<file path="src/rtl/slc_pkg.sv">
package slc_pkg;

    typedef enum logic [0:0] {
        PH_BLANK  = 1'b0,
        PH_ACTIVE = 1'b1
    } phase_t;

    typedef struct packed {
        logic tick;
        logic bit_val;
    } slot_evt_t;

    function automatic int unsigned words_for(input int unsigned slots, input int unsigned wsz);
        return (slots + wsz - 1) / wsz;
    endfunction

endpackage

</file>
<file path="src/rtl/slc_slot_timer.sv">
module slc_slot_timer #(
    parameter int DIV_W = 8
) (
    input  logic             clk,
    input  logic             rst,
    input  slc_pkg::phase_t  phase,
    input  logic [DIV_W-1:0] div_word,
    output logic             tick,
    output logic [DIV_W-1:0] cnt
);
    import slc_pkg::*;

    assign tick = (phase == PH_ACTIVE) && (cnt == '0);

    always_ff @(posedge clk) begin
        if (rst) begin
            cnt <= '0;
        end else if (phase == PH_BLANK || tick) begin
            cnt <= div_word;
        end else begin
            cnt <= cnt - 1'b1;
        end
    end
endmodule

</file>
<file path="src/rtl/slc_packer.sv">
module slc_packer #(
    parameter int SMP_W  = 8,
    parameter int THR_W  = 5,
    parameter int WORD_W = 16
) (
    input  logic              clk,
    input  logic              rst,
    input  slc_pkg::phase_t   phase,
    input  logic              tick,
    input  logic [SMP_W-1:0]  video_in,
    input  logic [THR_W-1:0]  thr_code,
    output logic              load,
    output logic [WORD_W-1:0] load_word
);
    import slc_pkg::*;

    localparam int CNT_W = $clog2(WORD_W);
    localparam int PAD_W = SMP_W - THR_W;

    logic [SMP_W-1:0]  level;
    logic              hit;
    logic              latch_q;
    logic [WORD_W-1:0] sreg;
    logic [CNT_W-1:0]  bitcnt;
    logic              blank_q;
    slot_evt_t         evt;
    logic              full_flush;
    logic              end_flush;
    logic [WORD_W-1:0] filled;

    generate
        if (PAD_W > 0) begin : g_pad
            assign level = {thr_code, {PAD_W{1'b0}}};
        end else begin : g_nopad
            assign level = thr_code[THR_W-1 -: SMP_W];
        end
    endgenerate

    assign hit         = (phase == PH_ACTIVE) && (video_in > level);
    assign evt.tick    = tick;
    assign evt.bit_val = latch_q | hit;

    assign full_flush = evt.tick && (bitcnt == CNT_W'(WORD_W - 1));
    assign end_flush  = (phase == PH_BLANK) && !blank_q && (bitcnt != '0);
    assign load       = full_flush | end_flush;

    always_comb begin
        filled         = sreg;
        filled[bitcnt] = evt.bit_val;
    end

    assign load_word = full_flush ? filled : sreg;

    always_ff @(posedge clk) begin
        if (rst) begin
            latch_q <= 1'b0;
            sreg    <= '0;
            bitcnt  <= '0;
            blank_q <= 1'b1;
        end else begin
            blank_q <= (phase == PH_BLANK);
            if (phase == PH_BLANK) begin
                latch_q <= 1'b0;
                sreg    <= '0;
                bitcnt  <= '0;
            end else if (evt.tick) begin
                latch_q <= 1'b0;
                if (full_flush) begin
                    sreg   <= '0;
                    bitcnt <= '0;
                end else begin
                    sreg   <= filled;
                    bitcnt <= bitcnt + 1'b1;
                end
            end else begin
                latch_q <= evt.bit_val;
            end
        end
    end
endmodule

</file>
<file path="src/rtl/slc_out_buf.sv">
module slc_out_buf #(
    parameter int WORD_W = 16
) (
    input  logic              clk,
    input  logic              rst,
    input  logic              load,
    input  logic [WORD_W-1:0] load_word,
    input  logic              ack,
    output logic [WORD_W-1:0] word_out,
    output logic              word_rdy,
    output logic              overrun
);
    always_ff @(posedge clk) begin
        if (rst) begin
            word_out <= '0;
            word_rdy <= 1'b0;
            overrun  <= 1'b0;
        end else if (load) begin
            word_out <= load_word;
            word_rdy <= 1'b1;
            if (word_rdy && !ack) begin
                overrun <= 1'b1;
            end
        end else if (ack) begin
            word_rdy <= 1'b0;
        end
    end
endmodule

</file>
<file path="src/rtl/scanline_binarizer.sv">
module scanline_binarizer #(
    parameter int SMP_W  = 8,
    parameter int THR_W  = 5,
    parameter int DIV_W  = 8,
    parameter int WORD_W = 16
) (
    input  logic              clk,
    input  logic              rst,
    input  logic [SMP_W-1:0]  video_in,
    input  logic              hblank,
    input  logic              vblank,
    input  logic [DIV_W-1:0]  div_word,
    input  logic [THR_W-1:0]  thr_code,
    input  logic              word_ack,
    output logic [WORD_W-1:0] word_out,
    output logic              word_rdy,
    output logic              overrun
);
    import slc_pkg::*;

    phase_t            phase;
    logic              blank;
    logic              tick;
    logic [DIV_W-1:0]  slot_cnt;
    logic              buf_load;
    logic [WORD_W-1:0] buf_word;

    assign blank = hblank | vblank;
    assign phase = blank ? PH_BLANK : PH_ACTIVE;

    slc_slot_timer #(.DIV_W(DIV_W)) u_timer (
        .clk      (clk),
        .rst      (rst),
        .phase    (phase),
        .div_word (div_word),
        .tick     (tick),
        .cnt      (slot_cnt)
    );

    slc_packer #(.SMP_W(SMP_W), .THR_W(THR_W), .WORD_W(WORD_W)) u_pack (
        .clk       (clk),
        .rst       (rst),
        .phase     (phase),
        .tick      (tick),
        .video_in  (video_in),
        .thr_code  (thr_code),
        .load      (buf_load),
        .load_word (buf_word)
    );

    slc_out_buf #(.WORD_W(WORD_W)) u_buf (
        .clk       (clk),
        .rst       (rst),
        .load      (buf_load),
        .load_word (buf_word),
        .ack       (word_ack),
        .word_out  (word_out),
        .word_rdy  (word_rdy),
        .overrun   (overrun)
    );
endmodule

</file>
<file path="config.mk">
export PLATFORM = sky130hd
export DESIGN_NAME = scanline_binarizer
export DESIGN_NICKNAME = d
export VERILOG_FILES = /design/src/rtl/slc_pkg.sv /design/src/rtl/slc_slot_timer.sv /design/src/rtl/slc_packer.sv /design/src/rtl/slc_out_buf.sv /design/src/rtl/scanline_binarizer.sv
export SDC_FILE = /design/constraint.sdc
export NUM_CORES = 1
export LEC_CHECK = 0
export ABC_AREA = 1
export BUFFER_PORTS_ARGS = -buffer_cell sky130_fd_sc_hd__buf_4
export CORE_ASPECT_RATIO = 1.5
export CORE_MARGIN = 1.5
export CORE_UTILIZATION = 53
export CTS_CLUSTER_DIAMETER = 80
export DETAILED_ROUTE_END_ITERATION = 8
export PLACE_DENSITY = 0.8
export SLEW_MARGIN = 5
export SYNTH_ARGS = -nofsm -noshare
export SYNTH_HDL_FRONTEND = slang
export SYNTH_SLANG_ARGS = --single-unit
</file>
<file path="constraint.sdc">
create_clock -name clk -period 2.7 [get_ports clk]
set_clock_uncertainty 0.15 [all_clocks]
set_input_delay 0.405 -clock clk [delete_from_list [all_inputs] [get_ports clk]]
set_output_delay 0.405 -clock clk [all_outputs]
set_load 0.02 [all_outputs]
</file>
# [After elaboration in Yosys (flattened, before gate mapping)]
# Cells that the tools add are included.
[op_classes] n_eq_ne=1 magnitude_cmp=3 mux=10 n_reduce_logical=16 bitwise_logic=3 addsub=2
[op_table] op="$mux 16" count=2
[op_table] op="$bwmux 16" count=1
[op_table] op="$gt 8x8->1" count=1
[op_table] op="$logic_not 8->1" count=1
[op_table] op="$mux 8" count=1
[op_table] op="$sub 8x1->8 const B" count=1
[op_table] op="$logic_and 1x1->1" count=7
[op_table] op="$lt 4x5->1 const B" count=1
[op_table] op="$add 4x1->4 const B" count=1
[op_table] op="$demux 1 s4" count=1
[op_table] op="$eq 4x4->1 const B" count=1
[op_table] op="$ge 4x1->1 const B" count=1
[op_table] op="$mux 1" count=4
[op_table] op="$mux 4" count=1
[op_table] op="$reduce_bool 4->1" count=1
[op_table] op="$or 1x1->1" count=3
[op_table] op="$reduce_or 3->1" count=1
[op_table] op="$logic_not 1->1" count=2
[op_table] op="$reduce_and 2->1" count=1
[op_table] op="$reduce_bool 2->1" count=1
[op_table] op="$reduce_or 2->1" count=1
[op_table] op="$logic_or 1x1->1" count=1
[word_totals] output_inout_bits=18 input_bits=26 wordCells=43 reg_bits=48

# [Longest topological paths before layout]
# Gate-level depths: netlist of run 1.
[depth] depth_word=6 ltp_mapped=11 ltp_nobuf=10

# [Hierarchy]
# A second synthesis of run 1 with hierarchy kept.
[unflattened] cells_unflattened=381 area_unflattened_um2=2662.6
[by_module_without_submodules] module="slc_packer" seq_area_each_um2=440.4 area_each_um2=1402.6 cells_per_inst=212 instances=1
[by_module_without_submodules] module="slc_out_buf" seq_area_each_um2=360.3 area_each_um2=716.9 cells_per_inst=78 instances=1
[by_module_without_submodules] module="slc_slot_timer" seq_area_each_um2=160.2 area_each_um2=539.3 cells_per_inst=90 instances=1
[by_module_without_submodules] module="scanline_binarizer" seq_area_each_um2=0.0 area_each_um2=3.8 cells_per_inst=1 instances=1

# [Least setup slack after synthesis of run 1]
# No wires, ideal clock.
[synth_path] path_kind="input to register" start="input thr_code[4]" end="register u_pack.sreg[10]" arrival_time_ps=1510 path_stages=10 path_buffers=1 t_required_ps=2431 setup_slack_ps=921 setup_ps=119 cell_sequence="inv_1 -> ha_1 -> nand2_1 -> nor2_1 -> a21oi_1 -> nand2_1 -> buf_2 -> nand3_1 -> nand3_1 -> a21oi_1"
[synth_between] elab_chain_cells=5
[synth_lines] item="start, declared" line_no="scanline_binarizer.sv:13" text="input logic [THR_W-1:0] thr_code,"
[synth_lines] item="$gt 8x8->1" line_no="slc_packer.sv:39" text="assign hit = (phase == PH_ACTIVE) && (video_in > level);"
[synth_lines] item="$logic_and 1x1->1" line_no="slc_packer.sv:39"
[synth_lines] item="$or 1x1->1" line_no="slc_packer.sv:41" text="assign evt.bit_val = latch_q | hit;"
[synth_lines] item="$bwmux 16" line_no="slc_packer.sv:49" text="filled[bitcnt] = evt.bit_val;"
[synth_lines] item="$mux 16" line_no="slc_packer.sv:68" text="if (full_flush) begin"
[synth_lines] item="end signal, assigned" line_no="slc_packer.sv:72" text="sreg <= filled;"
[synth_lines] item="end, declared" line_no="slc_packer.sv:23" text="logic [WORD_W-1:0] sreg;"
# Every way passes these cells.
# A chain may end at the register's enable or synchronous reset.

# [Worst setup path after layout of run 1]
[layout_path] start="register u_pack.bitcnt[0]" end="register u_buf.word_out[0]"
[layout_between] elab_chain_cells=6 elab_cells_between_ends=12 cone_classes="2 x order compare; 1 x eq/ne; 4 x mux; 1 x bitwise; 4 x reduce/logical"
[layout_lines] item="start, declared" line_no="slc_packer.sv:24" text="logic [CNT_W-1:0] bitcnt;"
[layout_lines] item="start signal, assigned" line_no="slc_packer.sv:73" text="bitcnt <= bitcnt + 1'b1;"
[layout_lines] item="$lt 4x5->1 (not written as such) / $ge 4x1->1 (equally long branches)" line_no="slc_packer.sv:49"
[layout_lines] item="$logic_and 1x1->1 (not written as such)" line_no="slc_packer.sv:49"
[layout_lines] item="$mux 1 (not written as such)" line_no="slc_packer.sv:49"
[layout_lines] item="$demux 1 s4"
[layout_lines] item="$bwmux 16" line_no="slc_packer.sv:49"
[layout_lines] item="$mux 16" line_no="slc_packer.sv:52" text="assign load_word = full_flush ? filled : sreg;"
[layout_lines] item="end signal, assigned" line_no="slc_out_buf.sv:19" text="word_out <= load_word;"
[layout_lines] item="end, declared" line_no="slc_out_buf.sv:9" text="output logic [WORD_W-1:0] word_out,"
# Several ways; a longest one is shown, not always the timed one.

==> results.cfg, run 1 <==
[clock_tree]
cts_setup_buffers = 0
cts_resized = 0
cts_buffer_depth = 2
clkSlewWorstSetupHoldPaths_ps = 80
cts_hold_buf = 0
cts_root_buf = clkbuf_8
tritoncts = built
clk_latency_ps = 300
clock_sinks = 48
numCtsBuffers = 5
h-tree-depth = 2

[logic_synthesis]
yosysTopAreaCell = dfxtp_1
netlist_area_mm2 = 0.00248
ys_seq_elements = 48
synthTopCellsByArea = dfxtp_1 (39%), nand2_1 (13%), a21oi_1 (8.7%)
synth_area_per_cell_um2 = 6.92
synth_top_area_share_pct = 38.8
synthCells = 358
yosysSeqAreaShare_pct = 38.8
yosysUniqueCellTypes = 27
synth_nets = 395
yosysWarnings = 0

[power_and_ir_drop]
p_leak_uw = 0.00128
ir_worst_vdd_mv = 0.366
p_per_area_mw_per_mm2 = 448

[drt]
post_drt_wl_per_cell_um = 11.1
routed_wl_um = 4960
firstDrtPassIters = 4
drc = 0
num_vias = 2285
drtAntennaViolNets = 0
vias_per_cell = 5.11
drtIter0Drc = 62

[place]
numPortBuffers = 43
detailed_place.area_mm2 = 0.00281
placedCellCount = 439
hpwl_um = 3750
dp_slack_ps = 555
gp_congestion = 0.811

[finish]
drive_gt1_share_pct = 19.5
syn_to_final_growth_pct = 17.2
fin_nets = 435
fin_area_mm2 = 0.00290
finish.utilization_pct = 64.5
diodes = 0
fin_cells = 447

[grt]
grt_usage_pct = 21.4
grt_max_degree = 20
grt_pass1_wl_um = 8650
grt_pass1_vias = 2126
grt_antenna_before_repair = 0
grt-ovfl-total = 0

[setup_path]
cp.required_ps = 2740
regToRegSetupSlack_ps = 790
cp-startpoint = u_pack.bitcnt[0]
crit_chain = inv_1 > ha_1 > nand2_1 > nand2_1 > nand2_2 > inv_2 > nand2_1 > a21oi_1
crit_arrival_ps = 1950
slowest_stage = dfxtp_1
cp-end-kind = flop
slowest_delay_ps = 390
worst-path-max-fanout = 15
critPathMostFrequentCell = nand2_1
critPathLaunchType = flop
r2r_start = u_pack.bitcnt[0]
path_class = flop to flop

[floorplanning]
num_io_pins = 44
die_y_um = 86.8
num_rows = 30
start_util_pct = 55.0
design.die.area_mm2 = 0.00510
die_w_um = 58.8
coreArea_mm2 = 0.00450

[timing]
drv_slew = 0
hold_viol_final = 0
period_share_pct = 70.8
min_period_ps = 1910
worstMarginPinSlew_ps = 526
max_slew_margin_pct = 64.8
fmax_ghz = 0.523
finalSetupViolCount = 0
finalWorstSetupSlack_ps = 789
rsz0062_at_grt = no
setup_tns_ps = 0

[hold_path]
hold_path.class = primary input to flop
min_from = div_word[6]

[outcome]
status = finished, final reports clean

[run]
max_cap_violations = 0
[kinds of logic after synthesis]
| logic type | synth area share (%) |
|---|---|
| flip-flops | 38.8 |
| XOR/XNOR | 1.41 |
| buffers and inverters | 9.94 |
| AO/OA/AOI/OAI | 13.6 |
| adder cells (fa/ha/maj) | 5.55 |
| AND/OR/NAND/NOR | 30.7 |
[registers in the layout, summed over array words and instances (netlist names)]
signal and cells:
u_pack.sreg 16, u_buf.overrun 1, u_buf.word_rdy 1, u_buf.word_out 16
u_pack.blank_q 1, u_pack.bitcnt 4, u_pack.latch_q 1, u_timer.cnt 8
[synth_stat cells, drive strengths merged]
cell type and instances:
dfxtp 48, nor3 1, a31oi 1, o21ai 20
nand3 36, inv 46, xnor2 1, nand4 2
nor2 32, clkbuf 3, clkinv 2, ha 11
buf 9, a21oi 44, nand2 87, xor2 3
or2 12
[where the power goes]
group / leakage (uW) / internal [uW] / switching (uW) / total [uW]
sequential: 0.000389 / 719 / 7.25 / 726
clock: 0.0000445 / 208 / 234 / 442
combinational: 0.000847 / 58.8 / 75.0 / 134
[through the flow]
step | total power [uW] | hold slack, ps
after floorplan | 831 | 256
after global routing | 1360 | 200
final | 1300 | 189
after CTS | 1310 | 188
after global placement | 874 | 270
after detailed placement | 878 | 289
[layout by cell type, fill, tap and decap left out]
cell type	synthesis	layout
a21oi_1	43	43
a21oi_4	1	1
a31oi_1	1	1
buf_4	2	45
clkbuf_1	3	1
clkbuf_8	0	6
clkinv_1	2	2
clkinvlp_4	0	1
dfxtp_1	48	48
ha_1	11	11
inv_1	43	43
inv_2	3	3
nand2_1	83	83
nand2_2	4	4
nand3_1	35	35
nand3_2	1	1
nand4_1	1	1
nand4_2	1	1
nor2_1	28	28
nor2_2	2	2
nor2_4	2	2
nor3_1	1	1
o21ai_0	20	20
or2_2	12	12
xnor2_1	1	1
xor2_1	3	3
[path summary, 6_finish.rpt]
| path | endpoint | depth (start not counted) |
|---|---|---|
| setup / recovery | u_buf.word_out[0] | 8 |
| hold / removal | u_timer.cnt[6] | 3 |
| setup reg to reg | u_buf.word_out[0] | 8 |
| hold reg to reg | u_timer.cnt[0] | 1 |
[critical path, delay by kind of cell, from the launching register on]
family | cells | cell delay (ps)
AND/OR/NAND/NOR | 4 | 700
adder cells (fa/ha/maj) | 1 | 220
buffers and inverters | 2 | 280
AO/OA/AOI/OAI | 1 | 50
flip-flops | 1 | 390
[area by class of cell]
class,instances,area [um2]
Clock inverter,1,7.51
Tap cell,48,60.1
Multi-Input combinational cell,250,1270
Timing Repair Buffer,45,338
Sequential cell,48,961
Clock buffer,7,86.3
Fill cell,434,1600
Inverter,48,180
[routing by layer]
layer,vias up,track usage [%],share of wire [%]
met5,-,0,0
met4,0,8.26,2.1
met3,10,3.73,2.8
met2,37,41.2,53
met1,1021,22.0,42
li1,1217,-,-
(Power assumes the default switching activity.)
==> inputs of run 2 (changes only) <==
==> constraint.sdc (replaced) <==
create_clock -name clk -period 1.9 [get_ports clk]
set_clock_uncertainty 0.15 [all_clocks]
set_input_delay 0.285 -clock clk [delete_from_list [all_inputs] [get_ports clk]]
set_output_delay 0.285 -clock clk [all_outputs]
set_load 0.02 [all_outputs]
==> results.cfg, run 2 (synthesized netlist as in run 1, its figures left out) <==
[setup_path]
worst-path-max-fanout = 8
cp.required_ps = 1980
critPathLaunchType = flop
cp.depth = 10
critPathMostFrequentCell = nand2_1
reg2reg_depth = 10
path_class = flop to flop
cp-startpoint = u_pack.bitcnt[0]
cp-end-kind = flop
crit_chain = inv_1 > ha_1 > nand2_1 > nand2_1 > buf_4 > o21ai_0 > inv_1 > nand2_1 > nand2_1 > a21oi_1
regToRegSetupSlack_ps = 110
crit_buf_inv = 3
r2r-end = u_buf.word_out[13]
cp_top_family = flip-flops
slowest_delay_ps = 370
r2r_start = u_pack.bitcnt[0]
crit_arrival_ps = 1870
slowest_stage = dfxtp_2

[grt]
grt_antenna_before_repair = 0
grt_pass1_wl_um = 8890
grt_pass1_vias = 2175
grt-ovfl-total = 0
grt_max_degree = 20
grt_usage_pct = 22.2

[drt]
drtAntennaViolNets = 0
wl_met1_um = 1980
top_layer = met4
drtIter0Drc = 84
route.met3.wl_um = 241
routed_wl_um = 5120
wl_met2_um = 2780
vias_per_cell = 5.17
firstDrtPassIters = 4
post_drt_wl_per_cell_um = 11.3
drc = 0
num_vias = 2346

[hold_path]
hold_path.class = primary input to flop
whs_path_depth = 3
hold_end = u_timer.cnt[6]
min_from = div_word[6]

[timing]
drv_slew = 0
worstMarginPinSlew_ps = 456
hold_viol_final = 0
fmax_ghz = 0.558
max_slew_margin_pct = 69.4
whs_ps = 66.0
period_share_pct = 94.3
rsz0062_at_grt = yes
min_period_ps = 1790
finalSetupViolCount = 0
setup_tns_ps = 0

[floorplanning]
die_y_um = 86.8
start_util_pct = 55.0
num_io_pins = 44
die_w_um = 58.8
design.die.area_mm2 = 0.00510
coreArea_mm2 = 0.00450
num_rows = 30

[finish]
seq_area_um2 = 963
fillers = 419
multi_input_area_mm2 = 0.00127
fin_area_mm2 = 0.00302
mostFrequentLayoutCells = nand2_1 (83), buf_4 (51), dfxtp_1 (46)
syn_to_final_growth_pct = 21.7
diodes = 0
fin_nets = 442
finish.utilization_pct = 66.9
drive_gt1_share_pct = 21.7
fin_cells = 454
reg_top3 = u_buf.word_out (16), u_pack.sreg (16), u_timer.cnt (8)
final_common_cell = nand2_1

[outcome]
status = finished, final reports clean

[place]
placedCellCount = 446
numPortBuffers = 43
hpwl_um = 3850
detailed_place.area_mm2 = 0.00288
gp_congestion = 0.879

[run]
max_cap_violations = 0

[clock_tree]
numCtsBuffers = 5
clkSlewWorstSetupHoldPaths_ps = 90
h-tree-depth = 2
cts_buffer_depth = 2
tritoncts = built
clock_sinks = 48
clk_latency_ps = 300
cts_hold_buf = 0
cts_root_buf = clkbuf_8

[power_and_ir_drop]
p_leak_uw = 0.00135
p_per_area_mw_per_mm2 = 699
ir_worst_vdd_mv = 0.566
[run 2: cell types whose count changed in the layout (fill, tap and decap cells not counted), sizes merged]
cell	before	now
buf	45	52
clkbuf	7	5
clkinvlp	1	0
bufinv	0	2
inv	46	47
[run 2: worst reg2reg max path, cell delays in order (launching register included)]
cell and delay, ps:
dfxtp_2 370, inv_1 90, ha_1 220, nand2_1 110, nand2_1 100, buf_4 170, o21ai_0 190, inv_1 70
nand2_1 70, nand2_1 60, a21oi_1 140
[run 2: metrics by stage]
step | total power [uW] | worst slack [ps]
after global placement | 1250 | 151
after CTS | 2130 | 62.3
after detailed placement | 1260 | 37.1
after floorplan | 1180 | 241
after global routing | 2200 | -20.9
final | 2110 | 108
[run 2: worst max path at each step]
| stage | end | slack (ps) |
|---|---|---|
| 2_1_floorplan | u_pack.sreg[10] | 240 |
| 3_3_place_gp | u_buf.word_out[14] | 150 |
| 3_5_place_dp | u_buf.word_out[13] | 40 |
| 4_1_cts | u_buf.word_out[13] | 60 |
| 5_1_grt | u_buf.word_out[11] | -20 |
| 6_report | u_buf.word_out[13] | 110 |
[run 2: power by group]
part           internal, uW  switching (uW)  total (uW)
registers              1020            10.1        1030
clock network           529             345         874
logic                  90.8             112         202
[run 2: layout make-up]
class	count	share of cell area (%)
Clock buffer	5	2.28
Sequential cell	48	32.0
Clock inverter	3	2.28
Multi-Input combinational cell	250	42.2
Tap cell	48	1.99
Timing Repair Buffer	52	13.4
Inverter	48	5.98
[run 2: what timing repair did]
action	4_1_cts	5_1_grt
setup endpoints to repair	0	2
resized for setup	0	2
setup buffers	0	0
hold endpoints to repair	0	0
[run 2: routing by layer]
layer	track usage (%)	up-vias
li1	-	1232
met1	22.1	1040
met2	42.8	62
met3	4.03	12
met4	9.50	0
met5	0	-
